## src/rtl/clkctl_pkg.sv

```systemverilog
package clkctl_pkg;

  localparam int DATA_W = 32;
  localparam int VDW_W  = 8;
  localparam int RDW_W  = 7;
  localparam int OD_W   = 3;
  localparam int KEY_W  = 16;

  localparam logic [KEY_W-1:0] UNLOCK_KEY = 16'hA05F;
  localparam logic [VDW_W-1:0] VDW_POR    = 8'h20;
  localparam logic [RDW_W-1:0] RDW_FIXED  = 7'h16;
  localparam logic [OD_W-1:0]  OD_FIXED   = 3'b001;

  localparam logic [7:0] OFF_OSC  = 8'h08;
  localparam logic [7:0] OFF_CTRL = 8'h0C;
  localparam logic [7:0] OFF_LOCK = 8'h14;
  localparam int         CTRL_SR_BIT = 3;

  typedef enum logic [1:0] {SEL_NONE, SEL_OSC, SEL_CTRL, SEL_LOCK} reg_sel_e;

  function automatic logic key_opens(input logic [KEY_W-1:0] w);
    return w == UNLOCK_KEY;
  endfunction

  function automatic logic [DATA_W-1:0] lock_word(input logic locked,
                                                 input logic [KEY_W-1:0] lo);
    return {{(DATA_W-KEY_W-1){1'b0}}, locked, lo};
  endfunction

  function automatic logic [DATA_W-1:0] osc_word(input logic [DATA_W-VDW_W-1:0] hi,
                                                input logic [VDW_W-1:0] v);
    return {hi, v};
  endfunction

endpackage

```

## src/rtl/clkctl_decode.sv

```systemverilog
module clkctl_decode
  import clkctl_pkg::*;
#(
  parameter int ADDR_W = 5
) (
  input  logic              en,
  input  logic              wr,
  input  logic [ADDR_W-1:0] addr,
  output reg_sel_e          sel,
  output logic              wr_osc,
  output logic              wr_ctrl,
  output logic              wr_lock
);
  localparam logic [ADDR_W-1:0] A_OSC  = OFF_OSC[ADDR_W-1:0];
  localparam logic [ADDR_W-1:0] A_CTRL = OFF_CTRL[ADDR_W-1:0];
  localparam logic [ADDR_W-1:0] A_LOCK = OFF_LOCK[ADDR_W-1:0];

  always_comb begin
    sel = SEL_NONE;
    if (en) begin
      unique case (addr)
        A_OSC:   sel = SEL_OSC;
        A_CTRL:  sel = SEL_CTRL;
        A_LOCK:  sel = SEL_LOCK;
        default: sel = SEL_NONE;
      endcase
    end
  end

  assign wr_osc  = wr && (sel == SEL_OSC);
  assign wr_ctrl = wr && (sel == SEL_CTRL);
  assign wr_lock = wr && (sel == SEL_LOCK);
endmodule

```

## src/rtl/clkctl_btn_sync.sv

```systemverilog
module clkctl_btn_sync #(
  parameter int STAGES = 2
) (
  input  logic clk,
  input  logic rst_n,
  input  logic btn_n,
  output logic press
);
  logic [STAGES-1:0] sync_q;
  logic              last_q;

  always_ff @(posedge clk or negedge rst_n) begin
    if (!rst_n) begin
      sync_q <= '1;
      last_q <= 1'b1;
    end else begin
      sync_q <= {sync_q[STAGES-2:0], btn_n};
      last_q <= sync_q[STAGES-1];
    end
  end

  assign press = last_q && !sync_q[STAGES-1];
endmodule

```

## src/rtl/clkctl_pulse.sv

```systemverilog
module clkctl_pulse #(
  parameter int PULSE_LEN = 16
) (
  input  logic clk,
  input  logic rst_n,
  input  logic req,
  output logic start,
  output logic pulse
);
  localparam int CNT_W = $clog2(PULSE_LEN + 1);

  logic [CNT_W-1:0] cnt_q;

  assign start = req && (cnt_q == '0);
  assign pulse = (cnt_q != '0);

  always_ff @(posedge clk or negedge rst_n) begin
    if (!rst_n)          cnt_q <= '0;
    else if (start)      cnt_q <= CNT_W'(PULSE_LEN);
    else if (cnt_q != '0) cnt_q <= cnt_q - 1'b1;
  end
endmodule

```

## src/rtl/clkctl_osc_store.sv

```systemverilog
module clkctl_osc_store
  import clkctl_pkg::*;
(
  input  logic             clk,
  input  logic             rst_n,
  input  logic             wr_osc,
  input  logic             wr_lock,
  input  logic [KEY_W-1:0] key_in,
  input  logic [VDW_W-1:0] vdw_in,
  input  logic             apply,
  output logic             locked,
  output logic [KEY_W-1:0] lock_lo,
  output logic [VDW_W-1:0] pend_vdw,
  output logic [VDW_W-1:0] act_vdw
);
  always_ff @(posedge clk or negedge rst_n) begin
    if (!rst_n) begin
      locked  <= 1'b1;
      lock_lo <= '0;
    end else if (wr_lock) begin
      locked  <= !key_opens(key_in);
      lock_lo <= key_in;
    end
  end

  always_ff @(posedge clk or negedge rst_n) begin
    if (!rst_n)                pend_vdw <= VDW_POR;
    else if (wr_osc && !locked) pend_vdw <= vdw_in;
  end

  always_ff @(posedge clk or negedge rst_n) begin
    if (!rst_n)     act_vdw <= VDW_POR;
    else if (apply) act_vdw <= pend_vdw;
  end
endmodule

```

## src/rtl/clkctl_regs.sv

```systemverilog
module clkctl_regs
  import clkctl_pkg::*;
#(
  parameter int                ADDR_W    = 5,
  parameter int                PULSE_LEN = 16,
  parameter logic [23:0]       OSC_HI    = 24'h02C000
) (
  input  logic              clk,
  input  logic              rst_n,
  input  logic              bus_en,
  input  logic              bus_wr,
  input  logic [ADDR_W-1:0] bus_addr,
  input  logic [31:0]       bus_wdata,
  output logic [31:0]       bus_rdata,
  input  logic              btn_n,
  output logic [7:0]        osc_vdw,
  output logic [6:0]        osc_rdw,
  output logic [2:0]        osc_od,
  output logic              soft_rst
);
  reg_sel_e         sel;
  logic             ev_osc_wr, ev_ctrl_wr, ev_lock_wr;
  logic             ev_btn_press, ev_ctrl_trig, ev_sr_req, ev_sr_start;
  logic             lock_state;
  logic [KEY_W-1:0] lock_lo;
  logic [VDW_W-1:0] pend_vdw;
  logic             unused_ok;

  clkctl_decode #(.ADDR_W(ADDR_W)) u_dec (
    .en(bus_en), .wr(bus_wr), .addr(bus_addr), .sel(sel),
    .wr_osc(ev_osc_wr), .wr_ctrl(ev_ctrl_wr), .wr_lock(ev_lock_wr)
  );

  clkctl_btn_sync #(.STAGES(2)) u_btn (
    .clk(clk), .rst_n(rst_n), .btn_n(btn_n), .press(ev_btn_press)
  );

  assign ev_ctrl_trig = ev_ctrl_wr && bus_wdata[CTRL_SR_BIT];
  assign ev_sr_req    = ev_ctrl_trig || ev_btn_press;

  clkctl_pulse #(.PULSE_LEN(PULSE_LEN)) u_pulse (
    .clk(clk), .rst_n(rst_n), .req(ev_sr_req), .start(ev_sr_start), .pulse(soft_rst)
  );

  clkctl_osc_store u_store (
    .clk(clk), .rst_n(rst_n),
    .wr_osc(ev_osc_wr), .wr_lock(ev_lock_wr),
    .key_in(bus_wdata[KEY_W-1:0]), .vdw_in(bus_wdata[VDW_W-1:0]),
    .apply(ev_sr_start),
    .locked(lock_state), .lock_lo(lock_lo),
    .pend_vdw(pend_vdw), .act_vdw(osc_vdw)
  );

  assign osc_rdw = RDW_FIXED;
  assign osc_od  = OD_FIXED;

  always_comb begin
    unique case (sel)
      SEL_OSC:  bus_rdata = osc_word(OSC_HI, osc_vdw);
      SEL_LOCK: bus_rdata = lock_word(lock_state, lock_lo);
      default:  bus_rdata = '0;
    endcase
  end

  assign unused_ok = ^bus_wdata[31:KEY_W];
endmodule

```

## config.mk

```make
export PLATFORM = sky130hd
export DESIGN_NAME = clkctl_regs
export DESIGN_NICKNAME = d
export VERILOG_FILES = /design/src/rtl/clkctl_pkg.sv /design/src/rtl/clkctl_decode.sv /design/src/rtl/clkctl_btn_sync.sv /design/src/rtl/clkctl_pulse.sv /design/src/rtl/clkctl_osc_store.sv /design/src/rtl/clkctl_regs.sv
export SDC_FILE = /design/constraint.sdc
export NUM_CORES = 1
export LEC_CHECK = 0
export BUFFER_PORTS_ARGS = -buffer_cell sky130_fd_sc_hd__buf_2
export CORE_AREA = 10 10 104 106
export DETAILED_ROUTE_END_ITERATION = 7
export DIE_AREA = 0 0 114 116
export HOLD_SLACK_MARGIN = 0.02
export PLACE_DENSITY_LB_ADDON = 0.3
export SLEW_MARGIN = 40
export SYNTH_ARGS = -nofsm -noshare
export SYNTH_HDL_FRONTEND = slang
export SYNTH_HIERARCHICAL = 1
export SYNTH_SLANG_ARGS = --single-unit
```

## constraint.sdc

```tcl
create_clock -name clk -period 2.1 [get_ports clk]
set_clock_uncertainty 0.15 [all_clocks]
set_input_delay 0.105 -clock clk [delete_from_list [all_inputs] [get_ports clk]]
set_output_delay 0.105 -clock clk [all_outputs]
set_load 0.005 [all_outputs]
```

==> results.json, run 1 <==
{
  "num-fill-cells": 909,
  "placed_area_um2": 2460,
  "slew_headroom_pct": 65.5,
  "crit_chain": "inv_1, ha_1, nor4b_4, buf_4, inv_1, buf_2",
  "ctsRootBufferMaster": "clkbuf_8",
  "drt_iter0_drc": 40,
  "layout_min_cycle_time_ns": 1.81,
  "grt_pass1_wl_mm": 8.29,
  "hold_class": "reg -> reg",
  "ys_ff_latch": 41,
  "setup_tns_ns": 0,
  "cp.arrival_ns": 1.55,
  "setup_violations": 0,
  "ys_types": 35,
  "pin_count": 93,
  "fin_cells": 358,
  "drc": 0,
  "die_height_um": 116,
  "seqCellArea_um2": 1030,
  "grt_start_max_net_pins": 42,
  "synthSimpleGateAreaFrac_pct": 14.8,
  "synth_xor_area_share_pct": 0.406,
  "crit_path_max_incr_delay_ns": 0.41,
  "postCtsResizedCells": 0,
  "critPathKind": "reg -> out",
  "finalCritPeriodShare_pct": 86.0,
  "start_kind": "register",
  "cts_buffers": 5,
  "clock-sinks": 41,
  "cts_tree": "built",
  "die_w_um": 114,
  "rows": 34,
  "wl_mm": 5.12,
  "stdcell_area_um2": 2750,
  "grt_pass1_vias": 1625,
  "ys_seq_area_share_pct": 47.9,
  "status": "complete, no violations",
  "final_max_slew_viol_count": 0,
  "fin_hold_ws_ns": 0.210,
  "power.density_nw_per_um2": 813,
  "drive_gt1_share_pct": 46.8,
  "grtUsageTotal_pct": 7.87,
  "ctsHtreeMaxLevel": 2,
  "crit_path_top_delay_cell": "dfrtp_1",
  "max_freq_mhz": 554,
  "nets": 292,
  "ant_nets": 0,
  "synth_area_per_cell_um2": 12.5,
  "synth_compound_area_share_pct": 2.55,
  "start_util_pct": 24.9,
  "dieArea_um2": 13200,
  "critPathCaptureType": "output port",
  "synth_top_family_by_area": "multiplexers",
  "critPathTopFamily": "buffers and inverters",
  "vdd_drop_max_uv": 303,
  "crit_path_max_fanout": 5,
  "cap_violations": 0,
  "dpl.hpwl_mm": 4.01,
  "yosysWarnings": 6,
  "cellLeakagePower_nw": 1.37,
  "syn_area_um2": 2160,
  "overflow": 0,
  "worst_pin_slew_ns": 0.517,
  "antenna_found_initial": 0,
  "clk_latency_ns": 0.29,
  "gp_congestion": 0.685,
  "cts_buffer_depth": 2,
  "wl_per_cell_um": 14.3,
  "clk_pin_slew_worst_paths_ns": 0.07,
  "totalPowerFinal_mw": 2.24,
  "placed_cells": 332,
  "path_buf_inv": 4,
  "port_buffers": 54,
  "crit_top_cell": "inv_1",
  "required_ns": 1.85,
  "drt-pass1-iter-count": 4,
  "via_per_inst": 4.06,
  "core_um2": 8680,
  "synth-adder-area-share_pct": 0.579,
  "multiInputGateArea_um2": 940,
  "vias": 1453,
  "hold_viol": 0,
  "reg2reg_slack_ns": 0.31,
  "rsz0062_at_grt": "no",
  "postSynthCellCount": 173,
  "insertedDiodeCount": 0,
  "synth.mux.area_fraction_pct": 20.9,
  "area_growth_pct": 27.5
}
-- through the flow --
stage | utilization [%] | setup WS, ns
2_1_floorplan | - | 0.244
3_3_place_gp | 28.3 | 0.222
3_5_place_dp | 28.3 | 0.228
4_1_cts | 31.7 | 0.259
5_1_grt | 31.7 | 0.172
6_report | 31.7 | 0.294
-- layout make-up --
type	count	share of cell area (%)
Clock inverter	1	1.09
Timing Repair Buffer	80	18.5
Multi-Input combinational cell	116	34.1
Sequential cell	41	37.5
Tap cell	108	4.91
Inverter	5	0.682
Clock buffer	7	3.13
-- kinds of logic (layout without fill, tap and decap cells) --
logic type	after synthesis	in the layout
AO/OA/AOI/OAI	9	9
XOR/XNOR	1	1
adder cells (fa/ha/maj)	1	1
buffers and inverters	36	93
flip-flops	41	41
multiplexers	41	41
other	2	22
AND/OR/NAND/NOR	42	42
-- report_power, final --
| group | internal (mW) | switching [mW] | total, mW |
|---|---|---|---|
| Clock | 0.387 | 0.262 | 0.649 |
| Sequential | 0.971 | 0.121 | 1.09 |
| Combinational | 0.288 | 0.210 | 0.498 |
-- placed cells by master, fill, tap and decap left out, types with 2 or more instances in the layout --
cell type,n
buf_4,8
o21ai_0,4
mux2_2,33
a21oi_1,2
clkbuf_8,6
nor2b_1,9
and3_1,9
buf_2,54
dfstp_2,6
nand3b_1,5
inv_1,5
nor3_1,3
conb_1,22
nor3_2,2
mux2i_1,8
dlygate4sd3_1,18
dfrtp_1,35
nand2b_1,2
-- synth_stat cells --
library cell | count | share of area [%]
a21boi_1 | 1 | 0.35
a21o_1 | 1 | 0.35
a21oi_1 | 2 | 0.46
and2_4 | 1 | 0.41
and3_1 | 9 | 2.6
and4bb_1 | 1 | 0.58
and4bb_2 | 1 | 0.58
buf_2 | 2 | 0.46
buf_4 | 24 | 8.3
buf_6 | 3 | 1.6
buf_8 | 1 | 0.70
clkbuf_8 | 1 | 0.64
conb_1 | 2 | 0.35
dfrtp_1 | 35 | 41
dfstp_2 | 6 | 7.3
ha_1 | 1 | 0.58
inv_1 | 5 | 0.87
mux2_2 | 33 | 17
mux2i_1 | 8 | 3.7
nand2_1 | 1 | 0.17
nand2b_1 | 2 | 0.58
nand3_1 | 1 | 0.23
nand3b_1 | 5 | 1.7
nor2b_1 | 9 | 2.6
nor2b_2 | 1 | 0.41
nor2b_4 | 1 | 0.64
nor3_1 | 5 | 1.2
nor4b_2 | 1 | 0.70
nor4b_4 | 1 | 1.1
o21ai_0 | 4 | 0.93
o32a_1 | 1 | 0.46
or2b_1 | 1 | 0.35
or3b_1 | 1 | 0.41
or3b_4 | 1 | 0.52
xnor2_1 | 1 | 0.41
-- repair_timing --
action / in CTS / in global routing
setup buffers: 0 / 0
hold buffers: 18 / 0
hold endpoints to repair: 61 / 0
-- flip-flops by register name, summed over array words and instances (netlist names) --
register	flops
u_btn/last_q	1
u_store/pend_vdw	8
u_btn/sync_q	2
u_pulse/cnt_q	5
u_store/act_vdw	8
u_store/locked	1
u_store/lock_lo	16
-- metal layers --
layer	global-route usage, %	vias to the layer above	share of wire [%]
met1	9.18	703	43
met5	0	-	0
met4	2.01	0	0.51
li1	-	697	-
met3	3.41	2	7.6
met2	13.0	51	49
-- path summary, 6_finish.rpt --
check | startpoint | end | depth (start not counted)
min in group asynchronous | rst_n | u_pulse/cnt_q[0]$_DFFE_PN0P_ | 3
worst min register to register | u_btn/sync_q[0]$_DFF_PN1_ | u_btn/sync_q[1]$_DFF_PN1_ | 0
worst max register to register | u_pulse/cnt_q[0]$_DFFE_PN0P_ | u_store/act_vdw[3]$_DFFE_PN0P_ | 5
max in group asynchronous | rst_n | u_store/pend_vdw[5]$_DFFE_PN1P_ | 3
worst max-delay path | u_pulse/cnt_q[0]$_DFFE_PN0P_ | soft_rst | 6
worst min-delay path | u_btn/sync_q[0]$_DFF_PN1_ | u_btn/sync_q[1]$_DFF_PN1_ | 0
(Power assumes the default switching activity.)
==> inputs of run 2 (changes only) <==
--- a/config.mk
+++ b/config.mk
@@ -5,10 +5,11 @@
 export SDC_FILE = /design/constraint.sdc
 export NUM_CORES = 1
 export LEC_CHECK = 0
+export ABC_AREA = 1
 export BUFFER_PORTS_ARGS = -buffer_cell sky130_fd_sc_hd__buf_2
-export CORE_AREA = 10 10 104 106
+export CORE_AREA = 10 10 106 108
 export DETAILED_ROUTE_END_ITERATION = 7
-export DIE_AREA = 0 0 114 116
+export DIE_AREA = 0 0 116 118
 export HOLD_SLACK_MARGIN = 0.02
 export PLACE_DENSITY_LB_ADDON = 0.3
 export SLEW_MARGIN = 40
==> run 2 against run 1 <==
Net effect:
- cell count is 25% higher
- count of clock-buffer cells in the layout fell by 1
- non-clock buffer count decreased by 2
- combinational power up 49%
- power is 15% higher
- worst setup slack better by 0.11 ns
- fmax grew 6.3%
- worst hold slack about the same
- area after synthesis grew 4.2%
- synthesized cell count rose by 50%
- global-route usage up 0.45 points
- critical endpoint is now u_store/act_vdw[3]$_DFFE_PN0P_
==> results.json, run 2 <==
{
  "status": "complete, no violations",
  "ctsHoldBuffers": 18,
  "drt_iter0_drc": 53,
  "layout_common_cells": "71 x nand2_1, 54 x buf_2, 35 x dfrtp_1, 32 x inv_1, 24 x nor2_1",
  "synthSimpleGateAreaFrac_pct": 24.8,
  "synth_top_family_by_area": "simple AND/OR/NAND/NOR gates",
  "setup_tns_ns": 0,
  "hold_class": "reg -> reg",
  "rows": 35,
  "max_freq_mhz": 589,
  "hold_viol": 0,
  "worst_pin_slew_ns": 0.537,
  "synth-main-ff-cell": "dfrtp_1",
  "clk_latency_ns": 0.29,
  "pin_count": 93,
  "ys_ff_latch": 41,
  "finalCritPeriodShare_pct": 80.9,
  "mostFrequentLayoutCell": "nand2_1",
  "drc": 0,
  "postCtsResizedCells": 0,
  "vdd_drop_max_uv": 636,
  "yosysTopAreaCellShare_pct": 38.9,
  "crit_top_cell": "inv_1",
  "cts_buffer_depth": 2,
  "critPathKind": "reg -> reg",
  "nets": 377,
  "start_kind": "register",
  "power.density_nw_per_um2": 904,
  "power.internal_mw": 1.78,
  "setup_violations": 0,
  "syn_area_um2": 2250,
  "area_growth_pct": 26.1,
  "rsz0062_at_grt": "no",
  "p_clk_share_pct": 24.3,
  "drt-pass1-iter-count": 4,
  "yosysTopAreaCell": "dfrtp_1",
  "largest_reg_flops": 16,
  "cap_violations": 0,
  "overflow": 0,
  "grt_pass1_vias": 1727,
  "critPathCaptureType": "register",
  "cts_tree": "built",
  "num-fill-cells": 973,
  "p_comb_share_pct": 29.0,
  "seqCellArea_um2": 1030,
  "synthTopCellsByArea": "dfrtp_1 39%, nand2_1 12%, buf_4 8.7%, dfstp_2 7.0%, inv_1 5.3%",
  "drive_gt1_share_pct": 31.0,
  "antenna_found_initial": 0,
  "dpl.hpwl_mm": 4.08,
  "ys_types": 25,
  "crit_path_max_incr_delay_ns": 0.52,
  "ctsHtreeMaxLevel": 2,
  "multiInputGateArea_um2": 921,
  "clock-sinks": 41,
  "cts_buffers": 5,
  "start_util_pct": 24.7,
  "crit_path_top_delay_cell": "dfstp_2",
  "cellLeakagePower_nw": 1.60,
  "grt_start_max_net_pins": 42,
  "yosysMostFrequentCell": "nand2_1",
  "sw_frac_of_total_pct": 30.8,
  "gp_congestion": 0.706,
  "required_ns": 2.12,
  "critPathTopFamily": "flip-flops",
  "wl_mm": 5.51,
  "synth.mux.area_fraction_pct": 9.34,
  "grt_pass1_wl_mm": 9.07,
  "die_height_um": 118,
  "crit_chain": "inv_1, nor2_2, a21o_1, nand4_1, inv_1, buf_12, mux2_2",
  "yosysWarnings": 6,
  "cp.arrival_ns": 1.72,
  "clk_pin_slew_worst_paths_ns": 0.08,
  "slew_headroom_pct": 64.2,
  "ys_seq_area_share_pct": 45.9,
  "totalPowerFinal_mw": 2.56,
  "core_um2": 9110,
  "synth_xor_area_share_pct": 0,
  "largest-register": "u_store/lock_lo",
  "synth_area_per_cell_um2": 8.65,
  "vias": 1715,
  "synth_edf_count": 0,
  "insertedDiodeCount": 0,
  "switching_power_uw": 789,
  "ant_nets": 0,
  "dieArea_um2": 13700,
  "post_cts_buffers": 0,
  "die_w_um": 116,
  "path_buf_inv": 3,
  "final_max_slew_viol_count": 0,
  "async_flop_share_pct": 100,
  "reg_top3": "u_store/lock_lo x16, u_store/act_vdw x8, u_store/pend_vdw x8",
  "synth_commonest_cells": "71 x nand2_1, 35 x dfrtp_1, 32 x inv_1, 26 x buf_4, 24 x nor2_1",
  "port_buffers": 54,
  "via_per_inst": 3.85,
  "crit_path_max_fanout": 8,
  "grtUsageTotal_pct": 8.32,
  "synth-adder-area-share_pct": 0.556,
  "synth_compound_area_share_pct": 2.56,
  "layout_min_cycle_time_ns": 1.70,
  "wl_per_cell_um": 12.3,
  "ctsRootBufferMaster": "clkbuf_8",
  "seqPwrFrac_pct": 46.7,
  "postSynthCellCount": 260
}
==> run 2: cell types whose count changed in the layout (fill, tap and decap cells not counted), sizes merged, moves of 8 or more <==
cell / before / now
mux2: 33 / 16
nand3: 1 / 21
nor2: 0 / 27
and3: 9 / 0
nor2b: 11 / 0
nand2: 1 / 75
mux2i: 8 / 0
inv: 5 / 34
==> run 2: layout make-up <==
cell class | count | share of cell area, %
sequential | 41 | 36.4
tap | 111 | 4.90
clock buffer | 6 | 2.56
multi-input combinational | 174 | 32.5
clock inverter | 2 | 1.24
inverter | 34 | 4.50
timing repair buffer | 78 | 17.9
==> run 2: kinds of logic (layout without fill, tap and decap cells) <==
logic type	Yosys count	after routing
and+or+nand+nor	127	127
buffers and inverters	65	120
DFF	41	41
muxes	16	16
AOI/OAI and AO/OA	8	8
other	2	22
adders and majority gates	1	1
==> run 2: power groups by stage <==
stage	Sequential [mW]	Clock [mW]	Combinational [mW]
floorplan	1.19	0	0.509
global placement	1.21	0	0.711
detailed placement	1.21	0	0.729
CTS	1.20	0.653	0.756
global route	1.24	0.695	0.861
finish	1.20	0.623	0.744
==> run 2: per-layer routing <==
metal	vias to the layer above	GRT usage [%]	wire length, um
met5	-	0	0
met3	5	3.82	496
met2	50	12.7	2540
li1	899	-	-
met4	0	1.88	42
met1	761	10.4	2430
==> run 2: per-stage QoR <==
stage	std cells	area (um2)	utilization, %	setup WS (ns)	hold WS (ns)
2_1_floorplan	280	2320	-	0.433	-0.341
6_report	446	2840	31.1	0.401	0.210
3_5_place_dp	420	2550	28.0	0.242	0.0612
5_1_grt	446	2840	31.1	0.282	0.218
4_1_cts	446	2840	31.1	0.380	0.211
3_3_place_gp	420	2550	28.0	0.289	0.0597
==> run 2: path summary, 6_finish.rpt <==
check                                           from                         endpoint  slack [ns]  cells after the start
setup / recovery              u_btn/last_q$_DFF_PN1_   u_store/act_vdw[3]$_DFFE_PN0P_        0.40                      7
hold / removal             u_btn/sync_q[0]$_DFF_PN1_        u_btn/sync_q[1]$_DFF_PN1_        0.21                      0
setup reg to reg              u_btn/last_q$_DFF_PN1_   u_store/act_vdw[3]$_DFFE_PN0P_        0.40                      7
hold reg to reg            u_btn/sync_q[0]$_DFF_PN1_        u_btn/sync_q[1]$_DFF_PN1_        0.21                      0
max in group asynchronous                      rst_n       u_store/locked$_DFFE_PN1P_        1.15                      3
min in group asynchronous                      rst_n  u_store/pend_vdw[7]$_DFFE_PN0P_        0.25                      3
==> inputs of run 3 (changes only) <==
==> constraint.sdc (replaced) <==
create_clock -name clk -period 1.7 [get_ports clk]
set_clock_uncertainty 0.15 [all_clocks]
set_input_delay 0.085 -clock clk [delete_from_list [all_inputs] [get_ports clk]]
set_output_delay 0.085 -clock clk [all_outputs]
set_load 0.005 [all_outputs]
==> run 3 against run 2 <==
Net effect:
- global-route usage about the same
- non-clock buffer count increased by 5
- die area unchanged
- sequential power increased by 24%
- via count increased by 2.7%
- critical path type unchanged
==> results.json, run 3 (synthesis results as in run 2) <==
{
  "cts_buffer_depth": 2,
  "overflow": 0,
  "antenna_found_initial": 0,
  "critPathCaptureType": "register",
  "fin_cells": 451,
  "setup_slack_ns": 0.0597,
  "ctsRootBufferMaster": "clkbuf_8",
  "setup_violations": 0,
  "area_growth_pct": 28.6,
  "start_kind": "register",
  "clk_latency_ns": 0.29,
  "max_freq_mhz": 610,
  "placed_cells": 424,
  "worst_pin_slew_ns": 0.533,
  "core_um2": 9110,
  "ant_nets": 0,
  "mostFrequentLayoutCell": "nand2_1",
  "required_ns": 1.73,
  "wl_mm": 5.70,
  "drt_iter0_drc": 89,
  "dieArea_um2": 13700,
  "hold_viol": 0,
  "die_w_um": 116,
  "critPathKind": "reg -> reg",
  "dpl.hpwl_mm": 4.13,
  "grt_pass1_vias": 1809,
  "setup_tns_ns": 0,
  "cts_buffers": 5,
  "crit_path_max_incr_delay_ns": 0.53,
  "crit_chain": "inv_2, nor2_2, a21o_1, nand4_1, inv_2, buf_12, mux2_4",
  "finalCritPeriodShare_pct": 96.5,
  "dp_slack_ns": -0.105,
  "vias": 1761,
  "cap_violations": 0,
  "slew_headroom_pct": 64.4,
  "totalPowerFinal_mw": 3.12,
  "grt_pass1_wl_mm": 9.14,
  "clk_pin_slew_worst_paths_ns": 0.07,
  "crit_top_cell": "inv_2",
  "wl_per_cell_um": 12.6,
  "cellLeakagePower_nw": 1.62,
  "via_per_inst": 3.90,
  "vdd_drop_max_uv": 573,
  "die_height_um": 118,
  "final_max_slew_viol_count": 0,
  "cts_tree": "built",
  "cp.arrival_ns": 1.67,
  "grtUsageTotal_pct": 8.30,
  "status": "complete, no violations",
  "hold_class": "reg -> reg",
  "rows": 35,
  "gp_congestion": 0.699,
  "reg_top3": "u_store/lock_lo x16, u_store/act_vdw x8, u_store/pend_vdw x8",
  "crit_path_max_fanout": 8,
  "final_util_pct": 31.8,
  "critPathTopFamily": "flip-flops",
  "drc": 0,
  "path_buf_inv": 3,
  "pin_count": 93,
  "layout_min_cycle_time_ns": 1.64,
  "start_util_pct": 24.7,
  "largest_reg_flops": 16,
  "crit_path_top_delay_cell": "dfstp_2",
  "grt_start_max_net_pins": 42,
  "clock-sinks": 41,
  "nets": 382,
  "rsz0062_at_grt": "yes",
  "placed_area_um2": 2590,
  "largest-register": "u_store/lock_lo",
  "insertedDiodeCount": 0,
  "stdcell_area_um2": 2890,
  "fin_hold_ws_ns": 0.207,
  "drive_gt1_share_pct": 33.2,
  "power.density_nw_per_um2": 1080,
  "layout_common_cells": "71 x nand2_1, 54 x buf_2, 35 x dfrtp_1, 28 x inv_1, 23 x nor2_1",
  "drt-pass1-iter-count": 4,
  "port_buffers": 54,
  "ctsHtreeMaxLevel": 2
}
==> run 3: changes by cell type in the layout (fill, tap and decap cells not counted), sizes merged <==
cell	previous run	this run
buf	60	65
bufinv	1	0
clkbuf	6	7
==> run 3: layout make-up <==
class	instances	area (um2)
clock inverters	1	5.00
clock buffers	7	76.3
inverters	34	128
flip-flops and latches	41	1030
multi-input cells	174	955
well taps	111	139
fillers	974	6210
repair buffers	83	558
==> run 3: timing repair <==
item,in CTS,in global routing
endpoints found under the setup margin,0,20
resized for setup,0,13
buffers inserted,0,1
hold buffers,18,0
hold endpoints to repair,60,0
==> run 3: power breakdown <==
group	internal [mW]	switching (mW)	total [mW]
clock network	0.288	0.327	0.616
registers	1.29	0.196	1.49
logic	0.537	0.475	1.01
==> run 3: path summary, 6_finish.rpt <==
| path | start | end | slack (ns) | cells past startpoint |
|---|---|---|---|---|
| setup reg to reg | u_btn/last_q$_DFF_PN1_ | u_store/act_vdw[4]$_DFFE_PN0P_ | 0.06 | 7 |
| setup / recovery | u_btn/last_q$_DFF_PN1_ | u_store/act_vdw[4]$_DFFE_PN0P_ | 0.06 | 7 |
| hold reg to reg | u_btn/sync_q[0]$_DFF_PN1_ | u_btn/sync_q[1]$_DFF_PN1_ | 0.21 | 0 |
| max in group asynchronous | rst_n | u_btn/sync_q[0]$_DFF_PN1_ | 0.78 | 3 |
| hold / removal | u_btn/sync_q[0]$_DFF_PN1_ | u_btn/sync_q[1]$_DFF_PN1_ | 0.21 | 0 |
| min in group asynchronous | rst_n | u_store/lock_lo[9]$_DFFE_PN0P_ | 0.24 | 3 |
==> run 3: worst reg2reg max path: stages, from the launching register on <==
cell and delay (ns):
dfstp_2 0.53, inv_2 0.03, nor2_2 0.06, a21o_1 0.11, nand4_1 0.13, inv_2 0.10
buf_12 0.13, mux2_4 0.30
==> run 3: layer usage <==
metal  wire (um)  up-vias  GRT usage, %
li1            -      905             -
met1        2480      799          9.88
met5           0        -             0
met2        2680       50          13.5
met4          74        0          2.66
met3         466        7          2.91
